File: src/rtl/lpm_pkg.sv
// Shared definitions for the low-power clock enable controller.
// Assumes a status word of at least 8 bits.
package lpm_pkg;
    localparam int GIE_B    = 3;
    localparam int CPUOFF_B = 4;
    localparam int OSCOFF_B = 5;
    localparam int SCG0_B   = 6;
    localparam int SCG1_B   = 7;

    typedef struct packed {
        logic mclk;
        logic smclk;
        logic aclk;
        logic dco_osc;
        logic dco_dc;
        logic xtal;
    } clk_en_t;
endpackage

File: src/rtl/lpm_sr_ctrl.sv
// Holds the live status word and its one-deep saved copy, and decides
// interrupt acceptance. Priority per cycle: grant, then return, then
// status write. Assumes at most one nesting level.
module lpm_sr_ctrl
    import lpm_pkg::*;
#(
    parameter int SR_W = 16
) (
    input  logic            clk,
    input  logic            rst_n,
    input  logic            sr_wr_en,
    input  logic [SR_W-1:0] sr_wr_data,
    input  logic            irq_req,
    input  logic            irq_ext,
    input  logic            reti,
    input  logic            stk_wr_en,
    input  logic [SR_W-1:0] stk_wr_data,
    output logic [SR_W-1:0] sr_q,
    output logic [SR_W-1:0] stk_q,
    output logic            irq_grant
);
    localparam logic [SR_W-1:0] ONE       = {{(SR_W-1){1'b0}}, 1'b1};
    localparam logic [SR_W-1:0] ENTRY_CLR = (ONE << GIE_B) | (ONE << CPUOFF_B)
                                          | (ONE << OSCOFF_B) | (ONE << SCG1_B);

    // Acceptance: interrupts enabled, and only external sources when the oscillator is off
    always_comb begin
        irq_grant = irq_req && sr_q[GIE_B] && (!sr_q[OSCOFF_B] || irq_ext);
    end

    // Live status word: clear wake bits on entry, restore on return, else software write
    always_ff @(posedge clk) begin
        if (!rst_n)          sr_q <= '0;
        else if (irq_grant)  sr_q <= sr_q & ~ENTRY_CLR;
        else if (reti)       sr_q <= stk_q;
        else if (sr_wr_en)   sr_q <= sr_wr_data;
    end

    // Saved copy: capture on entry, otherwise writable by the handler
    always_ff @(posedge clk) begin
        if (!rst_n)          stk_q <= '0;
        else if (irq_grant)  stk_q <= sr_q;
        else if (stk_wr_en)  stk_q <= stk_wr_data;
    end
endmodule

File: src/rtl/lpm_clk_decode.sv
// Maps the four mode bits to clock and oscillator enables. Purely
// combinational; assumes the mode bits come from a register.
module lpm_clk_decode
    import lpm_pkg::*;
(
    input  logic    cpuoff,
    input  logic    oscoff,
    input  logic    scg0,
    input  logic    scg1,
    input  logic    dco_feeds_smclk,
    output clk_en_t en
);
    logic smclk_stop;
    logic dc_stop;

    // Enable decode for every clock and oscillator
    always_comb begin
        smclk_stop = scg1 || oscoff;
        dc_stop    = oscoff || (scg1 && scg0) || (scg0 && !dco_feeds_smclk);
        en.mclk    = !cpuoff;
        en.smclk   = !smclk_stop;
        en.dco_osc = !smclk_stop;
        en.dco_dc  = !dc_stop;
        en.aclk    = !oscoff;
        en.xtal    = !oscoff;
    end
endmodule

File: src/rtl/lpm_clk_ctrl.sv
// Top of the low-power clock enable controller: status word with
// interrupt save/restore, and the enable decode driven from it.
module lpm_clk_ctrl
    import lpm_pkg::*;
#(
    parameter int SR_W = 16
) (
    input  logic            clk,
    input  logic            rst_n,
    input  logic            sr_wr_en,
    input  logic [SR_W-1:0] sr_wr_data,
    input  logic            irq_req,
    input  logic            irq_ext,
    input  logic            reti,
    input  logic            stk_wr_en,
    input  logic [SR_W-1:0] stk_wr_data,
    input  logic            dco_feeds_smclk,
    output logic [SR_W-1:0] sr_q,
    output logic [SR_W-1:0] stk_rd_data,
    output logic            irq_grant,
    output logic            mclk_en,
    output logic            smclk_en,
    output logic            aclk_en,
    output logic            dco_osc_en,
    output logic            dco_dc_en,
    output logic            xtal_en
);
    clk_en_t en;

    lpm_sr_ctrl #(.SR_W(SR_W)) u_sr (
        .clk         (clk),
        .rst_n       (rst_n),
        .sr_wr_en    (sr_wr_en),
        .sr_wr_data  (sr_wr_data),
        .irq_req     (irq_req),
        .irq_ext     (irq_ext),
        .reti        (reti),
        .stk_wr_en   (stk_wr_en),
        .stk_wr_data (stk_wr_data),
        .sr_q        (sr_q),
        .stk_q       (stk_rd_data),
        .irq_grant   (irq_grant)
    );

    lpm_clk_decode u_dec (
        .cpuoff          (sr_q[CPUOFF_B]),
        .oscoff          (sr_q[OSCOFF_B]),
        .scg0            (sr_q[SCG0_B]),
        .scg1            (sr_q[SCG1_B]),
        .dco_feeds_smclk (dco_feeds_smclk),
        .en              (en)
    );

    // Flatten the enable struct onto the ports
    always_comb begin
        mclk_en    = en.mclk;
        smclk_en   = en.smclk;
        aclk_en    = en.aclk;
        dco_osc_en = en.dco_osc;
        dco_dc_en  = en.dco_dc;
        xtal_en    = en.xtal;
    end
endmodule

File: config.mk
export PLATFORM = sky130hd
export DESIGN_NAME = lpm_clk_ctrl
export DESIGN_NICKNAME = d
export VERILOG_FILES = /design/src/rtl/lpm_pkg.sv /design/src/rtl/lpm_sr_ctrl.sv /design/src/rtl/lpm_clk_decode.sv /design/src/rtl/lpm_clk_ctrl.sv
export SDC_FILE = /design/constraint.sdc
export NUM_CORES = 1
export LEC_CHECK = 0
export BUFFER_PORTS_ARGS = -buffer_cell sky130_fd_sc_hd__buf_4
export CORE_UTILIZATION = 49
export DETAILED_ROUTE_END_ITERATION = 7
export GPL_TIMING_DRIVEN = 0
export MAX_ROUTING_LAYER = met4
export PLACE_DENSITY = 0.84
export RECOVER_POWER = 50
export SYNTH_ARGS = -nofsm -noshare
export SYNTH_HDL_FRONTEND = slang
export SYNTH_HIERARCHICAL = 1
export SYNTH_SLANG_ARGS = --single-unit
File: constraint.sdc
create_clock -name clk -period 3.4 [get_ports clk]
set_clock_uncertainty 0.2 [all_clocks]
set_input_delay 0.17 -clock clk [delete_from_list [all_inputs] [get_ports clk]]
set_output_delay 0.17 -clock clk [all_outputs]
set_load 0.005 [all_outputs]
==> results.json, run 1 <==
{
  "grt_max_degree": 11,
  "ir_drop_uv": 283.7,
  "fin_nets": 308,
  "reg2reg_depth": 5,
  "drv_slew": 0,
  "synthTopCellsByArea": "dfxtp_1 (39%), mux2i_1 (19%), o211a_1 (8.4%), mux2_2 (8.1%), nand2_1 (6.3%)",
  "grt_pass1_wl_um": 7314,
  "timing.rr.end": "u_sr/stk_q[5]$_SDFFE_PN0P_",
  "grt.busiest_layer": "met2",
  "rows": 20,
  "drive_above_1_share_pct": 39.78,
  "syn_avg_cell_area_um2": 9.724,
  "leakage_nw": 1.245,
  "initial_core_util_pct": 53.16,
  "fmax_mhz": 461.6,
  "rsz0062_at_grt": "false",
  "synth.top_cell.area_share_pct": 38.53,
  "drt_wl_total_um": 4714,
  "finalHoldViolCount": 0,
  "synth_largest_area_cell": "dfxtp_1",
  "utilization_pct": 79.28,
  "cts_root_buffer": "clkbuf_4",
  "gp_congestion": 0.7562,
  "cpPeakStageDelay_ns": 0.55,
  "setup_slack_ns": 1.234,
  "clock_latency_ns": 0.34,
  "drc": 0,
  "die_h_um": 60.26,
  "hp-start": "stk_wr_data[0]",
  "synthFlopType": "dfxtp_1",
  "setup_violations": 0,
  "finalCritPeriodShare_pct": 63.72,
  "crit_path_top_delay_cell": "dlygate4sd3_1",
  "die_w_um": 60.26,
  "rrSetupSlack_ns": 1.41,
  "drt_iter0_drc": 77,
  "io_buffer_count": 75,
  "syn2layout_area_growth_pct": 49.13,
  "crit_buf_inv": 4,
  "cts_tree": "built",
  "period_minus_slack_ns": 2.166,
  "synthTopCellsByCount": "dfxtp_1 (32), mux2i_1 (32), nand2_1 (28)",
  "hold-path-endpoint": "u_sr/stk_q[0]$_SDFFE_PN0P_",
  "dpl.hpwl_um": 3190,
  "synth.distinct_cells": 22,
  "synth_area_mm2": 0.001663,
  "syn_nets": 211,
  "die_area_mm2": 0.003631,
  "synthCells": 171,
  "synth_edf_count": 0,
  "cts_buffers": 5,
  "hold_class": "in -> reg",
  "synth-seq-cells": 32,
  "power_density_mw_per_mm2": 352.4,
  "path_clk_slew_ns": 0.10,
  "crit_chain": "dlygate4sd3_1 > clkbuf_1 > clkbuf_1 > o21ai_0 > a21oi_1 > dlygate4sd3_1",
  "grt_overflow": 0,
  "dpl_worst_slack_ns": 1.692,
  "crit_path_start_kind": "input pin",
  "fp.coreArea_mm2": 0.003128,
  "routed_via_density": 5.307,
  "critPathArrivalTime_ns": 2.25,
  "slew_headroom_pct": 67.29,
  "grt_use_total_pct": 28.80,
  "worst_slew_pin_slew_ns": 0.4906,
  "critPathTopFamily": "buffers and inverters",
  "yosys_warnings": 6,
  "cp_max_fo": 10,
  "io_pins": 79,
  "synthArstFlopShare_pct": 0,
  "grtUsageMet3_pct": 7.143,
  "ant_nets": 0,
  "timing.rr.start": "u_sr/sr_q[3]$_SDFFE_PP0P_",
  "fin_cells": 313,
  "postCtsHoldBufs": 15,
  "crit_path_end_kind": "register",
  "cts_sinks": 32,
  "use_met1_pct": 31.34,
  "first_pass_iters": 6,
  "drv_cap": 0,
  "first_global_vias": 1613,
  "hold_depth": 4,
  "cp.required_ns": 3.49,
  "ys_seq_area_share_pct": 38.53,
  "htree_levels": 2,
  "p_total_mw": 0.8739,
  "grtUsageMet2_pct": 50.39,
  "wire_per_inst_um": 15.06,
  "antenna_found_initial": 0,
  "status": "completed",
  "crit_type": "in -> reg",
  "vias": 1661,
  "cts.path.max_buffers": 2,
  "tns_ns": 0,
  "antennaDiodeCount": 0,
  "postCtsSetupBuffers": 0,
  "cts_resized": 0,
  "post-place-cells": 290
}
[flip-flops by register name, indices dropped and copies added (netlist names)]
| name | cells |
|---|---|
| u_sr/sr_q | 16 |
| u_sr/stk_q | 16 |
[final cells by class]
| type | count | area (µm²) |
|---|---|---|
| Clock inverter | 2 | 10.01 |
| Buffer | 17 | 111.4 |
| Sequential cell | 32 | 640.6 |
| Fill cell | 231 | 648.1 |
| Timing Repair Buffer | 90 | 701.9 |
| Multi-Input combinational cell | 119 | 898.4 |
| Clock buffer | 6 | 51.30 |
| Inverter | 3 | 11.26 |
| Tap cell | 44 | 55.05 |
[worst max path at each step]
stage,cells past startpoint,start,to,slack [ns]
floorplan,4,u_sr/sr_q[5]$_SDFFE_PP0P_,u_sr/stk_q[10]$_SDFFE_PN0P_,2.00
global placement,4,u_sr/sr_q[5]$_SDFFE_PP0P_,u_sr/stk_q[13]$_SDFFE_PN0P_,1.71
detailed placement,4,u_sr/sr_q[5]$_SDFFE_PP0P_,u_sr/stk_q[9]$_SDFFE_PN0P_,1.69
CTS,7,irq_req,u_sr/stk_q[5]$_SDFFE_PN0P_,1.31
global route,6,rst_n,u_sr/stk_q[5]$_SDFFE_PN0P_,1.12
finish,6,rst_n,u_sr/stk_q[5]$_SDFFE_PN0P_,1.23
[power by group]
part           internal [mW]  total [mW]  leakage [nW]  switching, mW
Sequential             0.403       0.428         0.264         0.0248
Combinational          0.133       0.218         0.943         0.0850
Clock                 0.0983       0.228        0.0380          0.130
Total                  0.634       0.874          1.24          0.240
[through the flow]
step           hold WS [ns]  cell area, µm²
2_1_floorplan        0.1295            1663
3_3_place_gp         0.2621            2281
3_5_place_dp         0.2702            2281
4_1_cts            0.009389            2492
5_1_grt            0.006794            2480
6_report            0.01558            2480
[placed cells by master, fill, tap and decap left out, types with 2 or more instances in the layout]
cell type / n
buf_4: 46
clkbuf_4: 35
mux2i_1: 32
dfxtp_1: 32
nand2_1: 28
o21ai_0: 19
dlygate4sd3_1: 15
o211a_1: 14
mux2_2: 12
clkbuf_1: 9
buf_6: 4
and3_1: 4
inv_1: 3
clkinv_2: 2
buf_2: 2
[kinds of logic (layout without fill, tap and decap cells)]
family / Yosys count / count (layout) / share of synthesized area, %
mux: 44 / 44 / 27.39
buf+inv: 20 / 118 / 7.449
compound gates: 37 / 37 / 16.18
simple gates: 38 / 38 / 10.46
flops: 32 / 32 / 38.52
[worst register-to-register path: cells and delay by family, from the launching register on]
family	cells	cell delay (ns)
AO/OA/AOI/OAI	2	0.29
flip-flops	1	0.36
buffers and inverters	2	0.94
AND/OR/NAND/NOR	1	0.16
[metal layers]
metal / up-vias / part of all wire (%)
met5: - / 0
met4: 0 / 1.8
met3: 11 / 6.9
met2: 80 / 51
met1: 775 / 40
li1: 795 / -
Note: power is estimated with default switching activity, not from simulation.
==> run 2, diff against run 1 <==
Settings changed: CORE_UTILIZATION 49 to 41, PLACE_DENSITY 0.84 to 0.75.
Clock period 3.4 ns to 1.8 ns, I/O delays scaled along.
==> results.json, run 2 (synthesis results as in run 1) <==
{
  "cts_buffers": 5,
  "cp.required_ns": 1.51,
  "first_pass_iters": 4,
  "setup_violations": 0,
  "vias": 1653,
  "cts_sinks": 32,
  "reg2reg_depth": 4,
  "fin_cells": 325,
  "die_w_um": 65.69,
  "wire_per_inst_um": 14.30,
  "clock_latency_ns": 0.28,
  "cpPeakStageDelay_ns": 0.53,
  "crit_path_end_kind": "output pin",
  "post-place-cells": 294,
  "slew_headroom_pct": 61.92,
  "layout_commonest_cell": "buf_4",
  "switching_share_pct": 26.07,
  "postCtsSetupBuffers": 0,
  "initial_core_util_pct": 44.09,
  "utilization_pct": 69.01,
  "gp_congestion": 0.8237,
  "antennaDiodeCount": 0,
  "fp.coreArea_mm2": 0.003771,
  "first_global_vias": 1568,
  "dpl.hpwl_um": 3085,
  "rows": 22,
  "layout_common_cells": "buf_4 (45), clkbuf_4 (33), mux2i_1 (32), dfxtp_1 (31), nand2_1 (28)",
  "grt_use_total_pct": 22.94,
  "crit_chain": "dlygate4sd3_1 > buf_4 > nand2_2 > or2_4 > buf_6 > inv_1 > buf_4",
  "status": "completed",
  "combPwrFrac_pct": 24.4,
  "hold_depth": 4,
  "drt_iter0_drc": 51,
  "fillers": 325,
  "leakage_nw": 1.298,
  "top_regs": "u_sr/sr_q (16), u_sr/stk_q (16)",
  "cts.path.max_buffers": 2,
  "drv_cap": 0,
  "routed_via_density": 5.086,
  "drc": 0,
  "cts_root_buffer": "clkbuf_8",
  "seq_area_um2": 641.9,
  "ir_drop_uv": 560.6,
  "io_pins": 79,
  "dpl_cell_area_mm2": 0.002286,
  "htree_levels": 2,
  "drive_above_1_share_pct": 39.71,
  "pwr-share-seq_pct": 46.3,
  "hold_class": "in -> reg",
  "crit_path_start_kind": "input pin",
  "finalHoldViolCount": 0,
  "crit_path_top_delay_cell": "dlygate4sd3_1",
  "io_buffer_count": 75,
  "critPathArrivalTime_ns": 1.42,
  "cts_tree": "built",
  "grt_pass1_wl_um": 7203,
  "period_minus_slack_ns": 1.712,
  "finalCritPeriodShare_pct": 95.12,
  "grt_overflow": 0,
  "crit_type": "in -> out",
  "worst_slew_pin_slew_ns": 0.5711,
  "power_density_mw_per_mm2": 670.8,
  "path_clk_slew_ns": 0.06,
  "rrSetupSlack_ns": 0.26,
  "die_area_mm2": 0.004315,
  "fin_nets": 317,
  "multiInputGateArea_um2": 898.4,
  "drt_wl_total_um": 4647,
  "pwr-share-clk_pct": 29.3,
  "tns_ns": 0,
  "cp_common_cell": "buf_4",
  "final_area_mm2": 0.002603,
  "p_switching_mw": 0.4550,
  "ant_nets": 0,
  "antenna_found_initial": 0,
  "drv_slew": 0,
  "rsz0062_at_grt": "false",
  "p_int_mw": 1.291,
  "cp_max_fo": 10,
  "fmax_mhz": 584.0,
  "grt_max_degree": 11,
  "syn2layout_area_growth_pct": 56.51,
  "die_h_um": 65.69
}
==> run 2: cell types whose count changed in the layout (fill, tap and decap cells not counted), sizes merged <==
cell | previous run | this run
clkinv | 2 | 1
dlygate4sd3 | 15 | 24
clkbuf | 45 | 46
buf | 53 | 52
==> run 2: power groups by stage <==
stage	sequential, mW	combinational, mW	clock [mW]
final	0.808	0.427	0.511
after global routing	0.816	0.464	0.549
after CTS	0.810	0.433	0.518
after detailed placement	0.824	0.390	0
after global placement	0.823	0.386	0
after floorplan	0.819	0.194	0
==> run 2: critical path: cells and delay by family <==
| kind | cells | cell delay [ns] |
|---|---|---|
| AND/OR/NAND/NOR | 2 | 0.40 |
| buffers and inverters | 5 | 0.92 |
==> run 2: layer usage <==
metal	GRT usage, %	share of wire, %	up-vias
li1	-	-	815
met1	25.96	41	763
met2	38.52	50	66
met3	6.250	6.8	9
met4	8.152	1.7	0
met5	-	0	-
==> run 2: path summary, 6_finish.rpt <==
check,start,endpoint
max reg2reg,u_sr/sr_q[3]$_SDFFE_PP0P_,u_sr/stk_q[14]$_SDFFE_PN0P_
min,sr_wr_data[13],u_sr/sr_q[13]$_SDFFE_PN0P_
min reg2reg,u_sr/sr_q[0]$_SDFFE_PN0P_,u_sr/sr_q[0]$_SDFFE_PN0P_
max,irq_req,irq_grant
==> run 2: layout make-up <==
class,count,area share [%]
Inverter,3,0.4327
Buffer,17,4.375
Sequential cell,32,24.66
Timing Repair Buffer,99,30.72
Tap cell,48,2.308
Multi-Input combinational cell,119,34.52
Clock buffer,6,2.788
Clock inverter,1,0.1923
==> run 2: what timing repair did <==
action / CTS / global route
resized for setup: 1 / 2
endpoints found under the setup margin: 1 / 1
gates cloned: 0 / 0
hold buffers: 24 / 0
endpoints found under the hold margin: 23 / 0
==> run 2: through the flow <==
step / setup slack (ns) / power [mW] / hold WS (ns)
3_5_place_dp: 0.04899 / 1.214 / 0.1882
4_1_cts: 0.07667 / 1.761 / 0.001687
3_3_place_gp: 0.06771 / 1.209 / 0.1845
5_1_grt: 0.03008 / 1.829 / 0.009822
6_report: 0.08781 / 1.746 / 0.002010
2_1_floorplan: 0.4035 / 1.013 / 0.04949
